===== src/rtl/pbus_pkg.sv =====
package pbus_pkg;

  localparam int ADDR_W = 20;
  localparam int DATA_W = 32;
  localparam int MODE_W = 2;

  typedef enum logic [2:0] {
    ST_IDLE  = 3'd0,
    ST_RADDR = 3'd1,
    ST_RDATA = 3'd2,
    ST_WADDR = 3'd3,
    ST_WDATA = 3'd4,
    ST_WONE  = 3'd5
  } bus_state_t;

  typedef struct packed {
    logic              we;
    logic [ADDR_W-1:0] addr;
    logic [DATA_W-1:0] wdata;
  } host_req_t;

  // number of address bits driven for a width selection
  function automatic int addr_bits(input logic [MODE_W-1:0] mode);
    case (mode)
      2'd0:    return 0;
      2'd1:    return 8;
      2'd2:    return 12;
      default: return ADDR_W;
    endcase
  endfunction

  function automatic int data_bits(input logic [MODE_W-1:0] mode);
    case (mode)
      2'd0:    return 8;
      2'd1:    return 16;
      default: return DATA_W;
    endcase
  endfunction

  function automatic logic [ADDR_W-1:0] addr_keep(input logic [MODE_W-1:0] mode,
                                                  input logic [ADDR_W-1:0] a);
    logic [ADDR_W-1:0] m;
    int n;
    n = addr_bits(mode);
    m = '0;
    for (int i = 0; i < ADDR_W; i++) m[i] = (i < n);
    return a & m;
  endfunction

  function automatic logic [DATA_W-1:0] data_keep(input logic [MODE_W-1:0] mode,
                                                  input logic [DATA_W-1:0] d);
    logic [DATA_W-1:0] m;
    int n;
    n = data_bits(mode);
    m = '0;
    for (int i = 0; i < DATA_W; i++) m[i] = (i < n);
    return d & m;
  endfunction

  // first phase of a new transaction
  function automatic bus_state_t first_phase(input logic we, input logic split);
    if (!we)   return ST_RADDR;
    if (split) return ST_WADDR;
    return ST_WONE;
  endfunction

  // phases whose end finishes the transaction
  function automatic logic is_final(input bus_state_t s);
    return (s == ST_RDATA) || (s == ST_WDATA) || (s == ST_WONE);
  endfunction

endpackage


===== src/rtl/pbus_phase.sv =====
// Half-cycle tracker: each bus cycle is two internal clocks.
module pbus_phase (
  input  logic clk,
  input  logic rst_n,
  output logic ph_hi,
  output logic tick
);
  logic ph_q;

  always_ff @(posedge clk or negedge rst_n) begin
    if (!rst_n) ph_q <= 1'b0;
    else        ph_q <= ~ph_q;
  end

  assign ph_hi = ph_q;
  // the edge that closes the high half ends a bus cycle
  assign tick  = ph_q;
endmodule


===== src/rtl/pbus_fsm.sv =====
module pbus_fsm
  import pbus_pkg::*;
(
  input  logic       clk,
  input  logic       rst_n,
  input  logic       tick,
  input  logic       ready_ok,
  input  logic       req,
  input  logic       req_we,
  input  logic       cfg_wr_split,
  output bus_state_t state,
  output logic       busy,
  output logic       accept,
  output logic       advance,
  output logic       done
);
  bus_state_t st_q, st_d;

  assign busy    = (st_q != ST_IDLE);
  assign accept  = tick && !busy && req;
  assign advance = tick && busy && ready_ok;
  assign done    = advance && is_final(st_q);

  always_comb begin
    st_d = st_q;
    if (accept) begin
      st_d = first_phase(req_we, cfg_wr_split);
    end else if (advance) begin
      case (st_q)
        ST_RADDR: st_d = ST_RDATA;
        ST_WADDR: st_d = ST_WDATA;
        default:  st_d = ST_IDLE;
      endcase
    end
  end

  always_ff @(posedge clk or negedge rst_n) begin
    if (!rst_n) st_q <= ST_IDLE;
    else        st_q <= st_d;
  end

  assign state = st_q;
endmodule


===== src/rtl/pbus_pins.sv =====
module pbus_pins
  import pbus_pkg::*;
(
  input  logic               cfg_clk_en,
  input  logic               cfg_clk_gated,
  input  logic               cfg_strobe_en,
  input  logic [MODE_W-1:0]  cfg_addr_mode,
  input  logic [MODE_W-1:0]  cfg_data_mode,
  input  bus_state_t         state,
  input  logic               ph_hi,
  input  host_req_t          cur,
  output logic               bus_clk,
  output logic               bus_rd,
  output logic               bus_wr,
  output logic [ADDR_W-1:0]  bus_addr,
  output logic [DATA_W-1:0]  bus_dout,
  output logic               bus_doe
);
  logic busy, rd_phase, wr_phase, data_phase;

  assign busy       = (state != ST_IDLE);
  assign rd_phase   = (state == ST_RADDR);
  assign wr_phase   = (state == ST_WADDR) || (state == ST_WONE);
  assign data_phase = (state == ST_WDATA) || (state == ST_WONE);

  always_comb begin
    if (!cfg_clk_en)        bus_clk = 1'b0;
    else if (!cfg_clk_gated) bus_clk = ph_hi;
    else                    bus_clk = busy ? ph_hi : 1'b1;
  end

  assign bus_rd   = cfg_strobe_en && rd_phase;
  assign bus_wr   = cfg_strobe_en && wr_phase;
  assign bus_doe  = data_phase;
  assign bus_addr = busy ? addr_keep(cfg_addr_mode, cur.addr) : '0;
  assign bus_dout = data_phase ? data_keep(cfg_data_mode, cur.wdata) : '0;
endmodule


===== src/rtl/pbus_master.sv =====
module pbus_master
  import pbus_pkg::*;
(
  input  logic              clk,
  input  logic              rst_n,
  input  logic              cfg_clk_en,
  input  logic              cfg_clk_gated,
  input  logic              cfg_strobe_en,
  input  logic              cfg_rdy_en,
  input  logic              cfg_wr_split,
  input  logic [1:0]        cfg_addr_mode,
  input  logic [1:0]        cfg_data_mode,
  input  logic              req,
  input  logic              req_we,
  input  logic [19:0]       req_addr,
  input  logic [31:0]       req_wdata,
  output logic              ack,
  output logic [31:0]       rdata,
  output logic              bus_clk,
  output logic              bus_rd,
  output logic              bus_wr,
  output logic [19:0]       bus_addr,
  output logic [31:0]       bus_dout,
  output logic              bus_doe,
  input  logic [31:0]       bus_din,
  input  logic              bus_rdy
);
  logic       ph_hi, tick, busy, accept, advance, done;
  logic       rdy_honoured, ready_ok;
  bus_state_t state;
  host_req_t  cur_q;
  logic       ack_q;
  logic [DATA_W-1:0] rdata_q;

  // ready only counts with a running, free bus clock
  assign rdy_honoured = cfg_rdy_en && cfg_clk_en && !cfg_clk_gated;
  assign ready_ok     = !rdy_honoured || bus_rdy;

  pbus_phase u_phase (
    .clk   (clk),
    .rst_n (rst_n),
    .ph_hi (ph_hi),
    .tick  (tick)
  );

  pbus_fsm u_fsm (
    .clk          (clk),
    .rst_n        (rst_n),
    .tick         (tick),
    .ready_ok     (ready_ok),
    .req          (req),
    .req_we       (req_we),
    .cfg_wr_split (cfg_wr_split),
    .state        (state),
    .busy         (busy),
    .accept       (accept),
    .advance      (advance),
    .done         (done)
  );

  always_ff @(posedge clk or negedge rst_n) begin
    if (!rst_n) begin
      cur_q   <= '0;
      ack_q   <= 1'b0;
      rdata_q <= '0;
    end else begin
      if (accept) begin
        cur_q.we    <= req_we;
        cur_q.addr  <= req_addr;
        cur_q.wdata <= req_wdata;
      end
      ack_q <= done;
      if (done && !cur_q.we) rdata_q <= data_keep(cfg_data_mode, bus_din);
    end
  end

  pbus_pins u_pins (
    .cfg_clk_en    (cfg_clk_en),
    .cfg_clk_gated (cfg_clk_gated),
    .cfg_strobe_en (cfg_strobe_en),
    .cfg_addr_mode (cfg_addr_mode),
    .cfg_data_mode (cfg_data_mode),
    .state         (state),
    .ph_hi         (ph_hi),
    .cur           (cur_q),
    .bus_clk       (bus_clk),
    .bus_rd        (bus_rd),
    .bus_wr        (bus_wr),
    .bus_addr      (bus_addr),
    .bus_dout      (bus_dout),
    .bus_doe       (bus_doe)
  );

  assign ack   = ack_q;
  assign rdata = rdata_q;
endmodule


===== config.mk =====
export PLATFORM = sky130hd
export DESIGN_NAME = pbus_master
export DESIGN_NICKNAME = d
export VERILOG_FILES = /design/src/rtl/pbus_pkg.sv /design/src/rtl/pbus_phase.sv /design/src/rtl/pbus_fsm.sv /design/src/rtl/pbus_pins.sv /design/src/rtl/pbus_master.sv
export SDC_FILE = /design/constraint.sdc
export NUM_CORES = 1
export LEC_CHECK = 0
export BUFFER_PORTS_ARGS = -buffer_cell sky130_fd_sc_hd__buf_4
export CORE_MARGIN = 2
export CORE_UTILIZATION = 46
export DETAILED_ROUTE_END_ITERATION = 10
export PLACE_DENSITY = 0.8
export SYNTH_ARGS = -nofsm -noshare
export SYNTH_HDL_FRONTEND = slang
export SYNTH_SLANG_ARGS = --single-unit

===== constraint.sdc =====
create_clock -name clk -period 2.1 [get_ports clk]
set_input_delay 0.315 -clock clk [delete_from_list [all_inputs] [get_ports clk]]
set_output_delay 0.315 -clock clk [all_outputs]
set_load 0.1 [all_outputs]

==> results of run 1 <==
## cell usage after synthesis (all sizes together)
library cell	count	area (um2)
and2	32	200
nor4bb	1	10.0
a32o	2	20.0
ha	1	12.5
nor3	2	10.0
clkbuf	9	33.8
dfrtp	90	2250
o21ba	1	10.0
or3	1	6.26
or2	1	6.26
mux2	63	717
nand2b	11	68.8
a21o	1	7.51
a2111o	1	11.3
o21ai	24	120
and3	22	138
a21oi	2	10.0
nor2b	2	12.5
buf	8	52.6
or3b	1	8.76
o21bai	1	7.51
inv	3	11.3
nand2	41	154
nor2	4	15.0
## final cells by class
cell class,instances,area share
Timing Repair Buffer,201,0.309
Sequential cell,90,0.366
Multi-Input combinational cell,214,0.272
Clock inverter,5,0.00609
Tap cell,105,0.0213
Clock buffer,11,0.0245
Inverter,3,0.00183
## registers in the layout, indices dropped and copies added, names as in the netlist
signal and count:
cur_q 53, ack 1, u_fsm.state 3, rdata 32, u_phase.ph_hi 1
## power groups by stage
| stage | Combinational (mW) | Sequential, mW | Clock (mW) |
|---|---|---|---|
| finish | 6.45 | 2.98 | 1.11 |
| CTS | 6.35 | 2.97 | 1.13 |
| global route | 6.72 | 3.08 | 1.20 |
| floorplan | 2.98 | 4.82 | 0 |
| detailed placement | 6.20 | 3.00 | 0 |
| global placement | 6.11 | 2.95 | 0 |
## layout by cell type, fill, tap and decap left out, types with 6 or more instances in the layout
master    synthesis  layout
and2_1           32      16
and3_2            0       7
and3_4            0       6
clkbuf_8          0      11
buf_4             0     151
dfrtp_1          90      88
buf_12            0      20
nand2_1          41      41
buf_6             2      20
o21ai_0          24      24
and2_4            0      16
buf_8             0       9
and3_1           22       9
mux2_2           61      61
nand2b_1         11      10
## path summary, 6_finish.rpt
path,startpoint,end,slack (ns),cells past startpoint
max reg2reg,u_fsm.state[0],rdata[7],0.13,4
max in group asynchronous,rst_n,rdata[31],0.93,3
max,u_fsm.state[1],bus_addr[16],0.04,4
min,bus_din[6],rdata[6],0.20,2
min in group asynchronous,rst_n,rdata[16],0.49,2
min reg2reg,rdata[15],rdata[15],0.49,2
## layer usage
layer | vias up | global-route usage | wire length, um
li1 | 1488 | - | -
met4 | 0 | 0.0821 | 189
met2 | 95 | 0.391 | 5440
met3 | 14 | 0.0509 | 597
met1 | 1539 | 0.250 | 3750
met5 | - | 0 | 0
## metrics by stage
stage | hold WS [ns] | area (um2) | worst slack, ns
after detailed placement | 0.329 | 5550 | 0.0269
after floorplan | 0.0194 | 3990 | -0.411
final | 0.201 | 6170 | 0.0412
after global routing | 0.183 | 6170 | -0.0106
after global placement | 0.328 | 5550 | 0.0689
after CTS | 0.182 | 5990 | -0.0181
## cell families after synthesis
logic type | synth area share
AOI/OAI and AO/OA | 0.0479
buffers and inverters | 0.0251
adders and majority gates | 0.00321
and+or+nand+nor | 0.162
DFF | 0.578
muxes | 0.184
## timing repair
item,in CTS,in global routing
endpoints found under the setup margin,50,49
endpoints found under the hold margin,40,0
hold buffers,1,0
resized for setup,61,42
buffers inserted,1,2
pin swaps,0,3
==> results_dict.tcl, run 1 <==
set metrics [dict create \
    grt_usage 0.217 \
    vias_per_cell 4.99 \
    hold_viol_final 0 \
    cpLargestDelayFamily "simple AND/OR/NAND/NOR gates" \
    setup_tns_ns 0 \
    crit_path_top_delay_cell "dfrtp_2" \
    register_area_um2 2250 \
    clkPwrFrac 0.105 \
    maxCapViolations 0 \
    ys_types 26 \
    drive_above_1_share 0.613 \
    drt_iter0_markers 93 \
    period_share 0.980 \
    chipWidth_um 96.0 \
    antenna_found_initial 0 \
    ios 187 \
    ys_seq_area_frac 0.578 \
    internal_power_mw 5.02 \
    pwr-share-comb 0.612 \
    cp_cell_sequence "or3_4, and3_4, and2_1, buf_12" \
    vdd_ir_drop_max_uv 1380 \
    synth.avg_cell_area_um2 12.0 \
    cts_tree "done" \
    fin_total_pwr_mw 10.5 \
    dieArea_um2 9220 \
    netlist_area_um2 3890 \
    grt_pass1_vias 3183 \
    fp.dieH_um 96.0 \
    clockRootBuffer "clkbuf_8" \
    portBuffers 186 \
    slew_violations 0 \
    seq_power_share 0.283 \
    crit_buf_inv 1 \
    end_kind "primary output" \
    coreArea_um2 8220 \
    num_vias 3136 \
    drt_first_pass_iters 4 \
    fmax_ghz 0.486 \
    cts_max_level 3 \
    net-switching-power_mw 5.52 \
    rows 33 \
    utilization 0.751 \
    antenna_left 0 \
    fin_skew_ns 0.0102 \
    stdcell_count 629 \
    p_leak_nw 3.02 \
    grt_max_degree 57 \
    dp_hpwl_um 7400 \
    crit_type "reg2out" \
    place_congestion 0.781 \
    worst_pin_slew_ns 0.529 \
    grt_pass1_wl_um 15300 \
    critPathRequiredTime_ns 1.78 \
    clock-sinks 90 \
    synth_warnings 0 \
    syn_to_final_growth_pct 58.4 \
    fin_crit_ns 2.06 \
    clk_latency_ns 0.34 \
    report.final.setup_viol 0 \
    fillers 550 \
    grt_overflow_total 0 \
    power_density_nw_per_um2 1710 \
    nets 618 \
    critPathMaxStageDelay_ns 0.46 \
    swShare 0.524 \
    placed_cells 609 \
    worst_setup_path_start_kind "register" \
    synthCells 324 \
    path_clk_slew_ns 0.09 \
    routedWlPerCell_um 15.9 \
    rsz0062_at_grt "true" \
    cp_max_fo 8 \
    ys_ff_latch 90 \
    synth_fp_nets 423 \
    numCtsBuffers 9 \
    multi_input_area_um2 1680 \
    cts_max_path_buffers 2 \
    initial_core_util 0.474 \
    antenna_cells 0 \
    route.detailed.drc 0 \
    cp.arrival_ns 1.74 \
    slew_headroom 0.647 \
    status "finished clean" \
    min_path_type "in2reg" \
    totalWireLength_um 9980 \
]
Note: power is estimated with default switching activity, not from simulation.
==> run 2: changes to the inputs <==
Settings changed: SETUP_SLACK_MARGIN set to 0.05.
==> run 2 against run 1 <==
Net effect: flip-flop and latch count did not move; global-route usage barely moved; clock skew barely moved; die area did not move; largest cell class unchanged; critical endpoint is now rdata[6]; critical path depth rose by 1; critical path type is now reg2reg; fmax rose by 1.3%; setup slack improved by 0.025 ns; register-to-register slack got worse by 0.06 ns; routed wire length fell by 0.65%; clock power rose by 6%.
==> results_dict.tcl, run 2 (synthesized netlist as in run 1, its figures left out) <==
set metrics [dict create \
    status "finished clean" \
    crit_path_top_delay_cell "dfrtp_1" \
    clockRootBuffer "clkbuf_8" \
    drt_first_pass_iters 4 \
    fin_skew_ns 0.0105 \
    coreArea_um2 8220 \
    fin_crit_ns 2.03 \
    multi_input_area_um2 1670 \
    cts_max_path_buffers 2 \
    slew_violations 0 \
    end_kind "register" \
    rows 33 \
    grt_max_degree 57 \
    register_area_um2 2250 \
    place_congestion 0.798 \
    cp_cell_sequence "buf_4, or3b_1, a2111o_1, buf_12, mux2_4" \
    route.detailed.drc 0 \
    antenna_left 0 \
    totalWireLength_um 9910 \
    num_vias 3120 \
    worst_hold_slack_ns 0.206 \
    crit_type "reg2reg" \
    p_leak_nw 2.99 \
    clock-sinks 90 \
    path_clk_slew_ns 0.08 \
    post_dp_cell_area_um2 5530 \
    cts_tree "done" \
    report.final.setup_viol 0 \
    clk_latency_ns 0.34 \
    critPathMaxStageDelay_ns 0.42 \
    cp.arrival_ns 2.26 \
    slew_headroom 0.582 \
    dieArea_um2 9220 \
    fp.dieH_um 96.0 \
    cp_max_fo 56 \
    maxCapViolations 0 \
    numCtsBuffers 9 \
    chipWidth_um 96.0 \
    rsz0062_at_grt "true" \
    min_path_type "in2reg" \
    crit_buf_inv 2 \
    nets 616 \
    cts_max_level 3 \
    final_cell_mix "buf_4 (158), dfrtp_1 (88), mux2_2 (61)" \
    period_share 0.968 \
    initial_core_util 0.474 \
    final_common_cell "buf_4" \
    power_density_nw_per_um2 1750 \
    antenna_found_initial 0 \
    largest_register_ffs 53 \
    fin_total_pwr_mw 10.5 \
    cpLargestDelayFamily "flip-flops" \
    worst_setup_path_start_kind "register" \
    vdd_ir_drop_max_uv 1300 \
    grt_overflow_total 0 \
    vias_per_cell 4.99 \
    hold_viol_final 0 \
    portBuffers 186 \
    fmax_ghz 0.492 \
    antenna_cells 0 \
    setup_ws_ns 0.0667 \
    fillers 597 \
    critPathRequiredTime_ns 2.32 \
    pre_cts_ws_ns 0.0429 \
    drive_above_1_share 0.619 \
    drt_iter0_markers 114 \
    dp_hpwl_um 7390 \
    ios 187 \
    grt_usage 0.217 \
    regMostFlops "cur_q" \
    grt_pass1_wl_um 15200 \
    worst_pin_slew_ns 0.627 \
    routedWlPerCell_um 15.9 \
    fin_area_um2 6020 \
    grt_pass1_vias 3185 \
    syn_to_final_growth_pct 54.6 \
]
==> run 2: where the power goes <==
part	total, mW	switching [mW]	internal (mW)
Clock	1.18	0.571	0.604
Combinational	6.37	4.49	1.88
Sequential	2.97	0.416	2.55
Total	10.5	5.48	5.04
==> run 2: repair_timing <==
item / in CTS / in global routing
gates resized for setup: 53 / 19
setup buffers: 3 / 0
endpoints found under the hold margin: 3 / 0
pin swaps: 1 / 2
hold buffers: 1 / 0
setup endpoints to repair: 50 / 52
==> run 2: final cells by class <==
class	instances	share of cell area
Inverter	3	0.00229
Multi-Input combinational cell	214	0.277
Tap cell	105	0.0218
Clock buffer	12	0.0258
Clock inverter	2	0.00623
Sequential cell	90	0.374
Timing Repair Buffer	199	0.292
==> run 2: worst reg2reg max path: stages, from the launching register on <==
cell,delay [ns]
dfrtp_1,0.42
buf_4,0.16
or3b_1,0.39
a2111o_1,0.42
buf_12,0.20
mux2_4,0.33
==> run 2: routing by layer <==
metal	vias to the layer above	share of wire	track usage
met5	-	0	0
met2	104	0.54	0.383
met4	0	0.021	0.0940
li1	1493	-	-
met3	16	0.059	0.0525
met1	1507	0.38	0.251
==> run 2: stage by stage <==
step,cells,utilization,setup TNS (ns)
3_3_place_gp,607,0.674,0
5_1_grt,625,0.733,0
2_1_floorplan,324,-,-0.537
3_5_place_dp,607,0.674,0
4_1_cts,625,0.724,0
6_report,625,0.733,0
==> run 2: final timing paths <==
kind                                 from              to  slack (ns)  cells after the start
max                        u_fsm.state[2]        rdata[6]        0.07                      5
min                          req_addr[17]       cur_q[49]        0.21                      2
max reg2reg                u_fsm.state[2]        rdata[6]        0.07                      5
min reg2reg                     rdata[17]       rdata[17]        0.49                      2
max in group asynchronous           rst_n  u_fsm.state[1]        0.90                      3
min in group asynchronous           rst_n       rdata[20]        0.53                      2
==> run 3: changes to the inputs <==
Settings changed: CORE_UTILIZATION 46 to 42, PLACE_DENSITY 0.8 to 0.74.
==> run 3 against run 2 <==
Net effect: critical path type is now reg2out; power is 2.3% higher; clock skew is 0.0025 ns higher; setup slack better by 0.021 ns; fmax is 1.1% higher; combinational power is 2% higher; highest routed layer unchanged; global-route usage is 1.2 points lower.
==> results_dict.tcl, run 3 (synthesized netlist as in run 1, its figures left out) <==
set metrics [dict create \
    maxCapViolations 0 \
    coreArea_um2 9110 \
    totalWireLength_um 10300 \
    worst_pin_slew_ns 0.495 \
    setup_tns_ns 0 \
    period_share 0.958 \
    cts_max_level 3 \
    worst_setup_path_start_kind "register" \
    crit_type "reg2out" \
    syn_to_final_growth_pct 60.4 \
    ios 187 \
    clk_latency_ns 0.36 \
    regMostFlops "cur_q" \
    report.final.setup_viol 0 \
    fmax_ghz 0.497 \
    min_path_type "in2reg" \
    grt_pass1_wl_um 16200 \
    slew_headroom 0.666 \
    chipWidth_um 100 \
    antenna_found_initial 0 \
    initial_core_util 0.428 \
    end_kind "primary output" \
    worst_hold_slack_ns 0.184 \
    drt_iter0_markers 114 \
    final_common_cell "buf_4" \
    status "finished clean" \
    crit_path_top_delay_cell "or3_4" \
    antenna_left 0 \
    power_density_nw_per_um2 1720 \
    fin_crit_ns 2.01 \
    p_leak_nw 3.06 \
    cts_tree "done" \
    vias_per_cell 4.91 \
    dp_hpwl_um 7190 \
    final_cell_mix "buf_4 (153), dfrtp_1 (88), mux2_2 (61)" \
    routedWlPerCell_um 16.1 \
    drt_first_pass_iters 4 \
    numCtsBuffers 9 \
    largest_register_ffs 53 \
    dieArea_um2 10100 \
    fin_skew_ns 0.0130 \
    utilization 0.686 \
    route.detailed.drc 0 \
    pre_cts_ws_ns 0.0845 \
    cts_max_path_buffers 2 \
    cp.arrival_ns 1.70 \
    portBuffers 186 \
    critPathRequiredTime_ns 1.78 \
    path_clk_slew_ns 0.09 \
    rsz0062_at_grt "true" \
    hold_viol_final 0 \
    cp_cell_sequence "or3_4, and3_4, and2_4, buf_12" \
    grt_usage 0.205 \
    cp_max_fo 8 \
    setup_ws_ns 0.0881 \
    slew_violations 0 \
    antenna_cells 0 \
    rows 35 \
    nets 620 \
    clock-sinks 90 \
    grt_pass1_vias 3276 \
    place_congestion 0.818 \
    grt_max_degree 57 \
    fp.dieH_um 100 \
    drive_above_1_share 0.633 \
    grt_overflow_total 0 \
    stdcell_count 637 \
    vdd_ir_drop_max_uv 1110 \
    placed_cells 616 \
    num_vias 3125 \
    critPathMaxStageDelay_ns 0.42 \
    clockRootBuffer "clkbuf_8" \
]
run 3: cell count changes in the layout (fill, tap and decap cells not counted), sizes merged:
cell / delta
buf: +4
clkbuf: +1
clkinv: +1
run 3: repair_timing:
action,4_1_cts,5_1_grt
buffers inserted,0,4
hold buffers,1,0
setup endpoints to repair,49,49
gates resized for setup,74,36
pin swaps,1,11
hold endpoints to repair,28,0
run 3: where the power goes:
| group | internal, mW | leakage, nW | switching, mW |
|---|---|---|---|
| registers | 2.55 | 1.08 | 0.415 |
| logic | 2.03 | 1.87 | 4.50 |
| clock network | 0.651 | 0.106 | 0.612 |
| total | 5.23 | 3.06 | 5.53 |
run 3: path summary, 6_finish.rpt:
check                               start            to  slack [ns]  cells after the start
max                        u_fsm.state[2]  bus_addr[18]        0.09                      4
min                         req_wdata[21]     cur_q[21]        0.18                      2
max reg2reg                u_fsm.state[0]      rdata[7]        0.12                      5
min reg2reg                     rdata[25]     rdata[25]        0.49                      2
max in group asynchronous           rst_n      cur_q[7]        1.01                      3
min in group asynchronous           rst_n     cur_q[48]        0.44                      2
run 3: area by class of cell:
type / instances / area (um2)
Clock inverter: 3 / 46.3
Sequential cell: 90 / 2250
Clock buffer: 13 / 169
Timing Repair Buffer: 203 / 1950
Inverter: 3 / 11.3
Fill cell: 675 / 2860
Tap cell: 111 / 139
Multi-Input combinational cell: 214 / 1680
run 3: worst max-delay path, delay by kind of cell, from the launching register on:
kind,cells,cell delay [ns]
buffers and inverters,1,0.16
DFF,1,0.41
and+or+nand+nor,3,0.79
run 3: per-stage QoR:
stage               total power [mW]  area, um2
floorplan                       7.80       3990
global placement                9.07       5580
detailed placement              9.19       5580
CTS                             10.6       6070
global route                    11.2       6250
finish                          10.8       6250
run 3: layer usage:
metal / vias up / part of all wire / track usage
li1: 1489 / - / -
met1: 1520 / 0.40 / 0.245
met2: 98 / 0.53 / 0.355
met3: 18 / 0.049 / 0.0564
met4: 0 / 0.022 / 0.0738
met5: - / 0 / 0
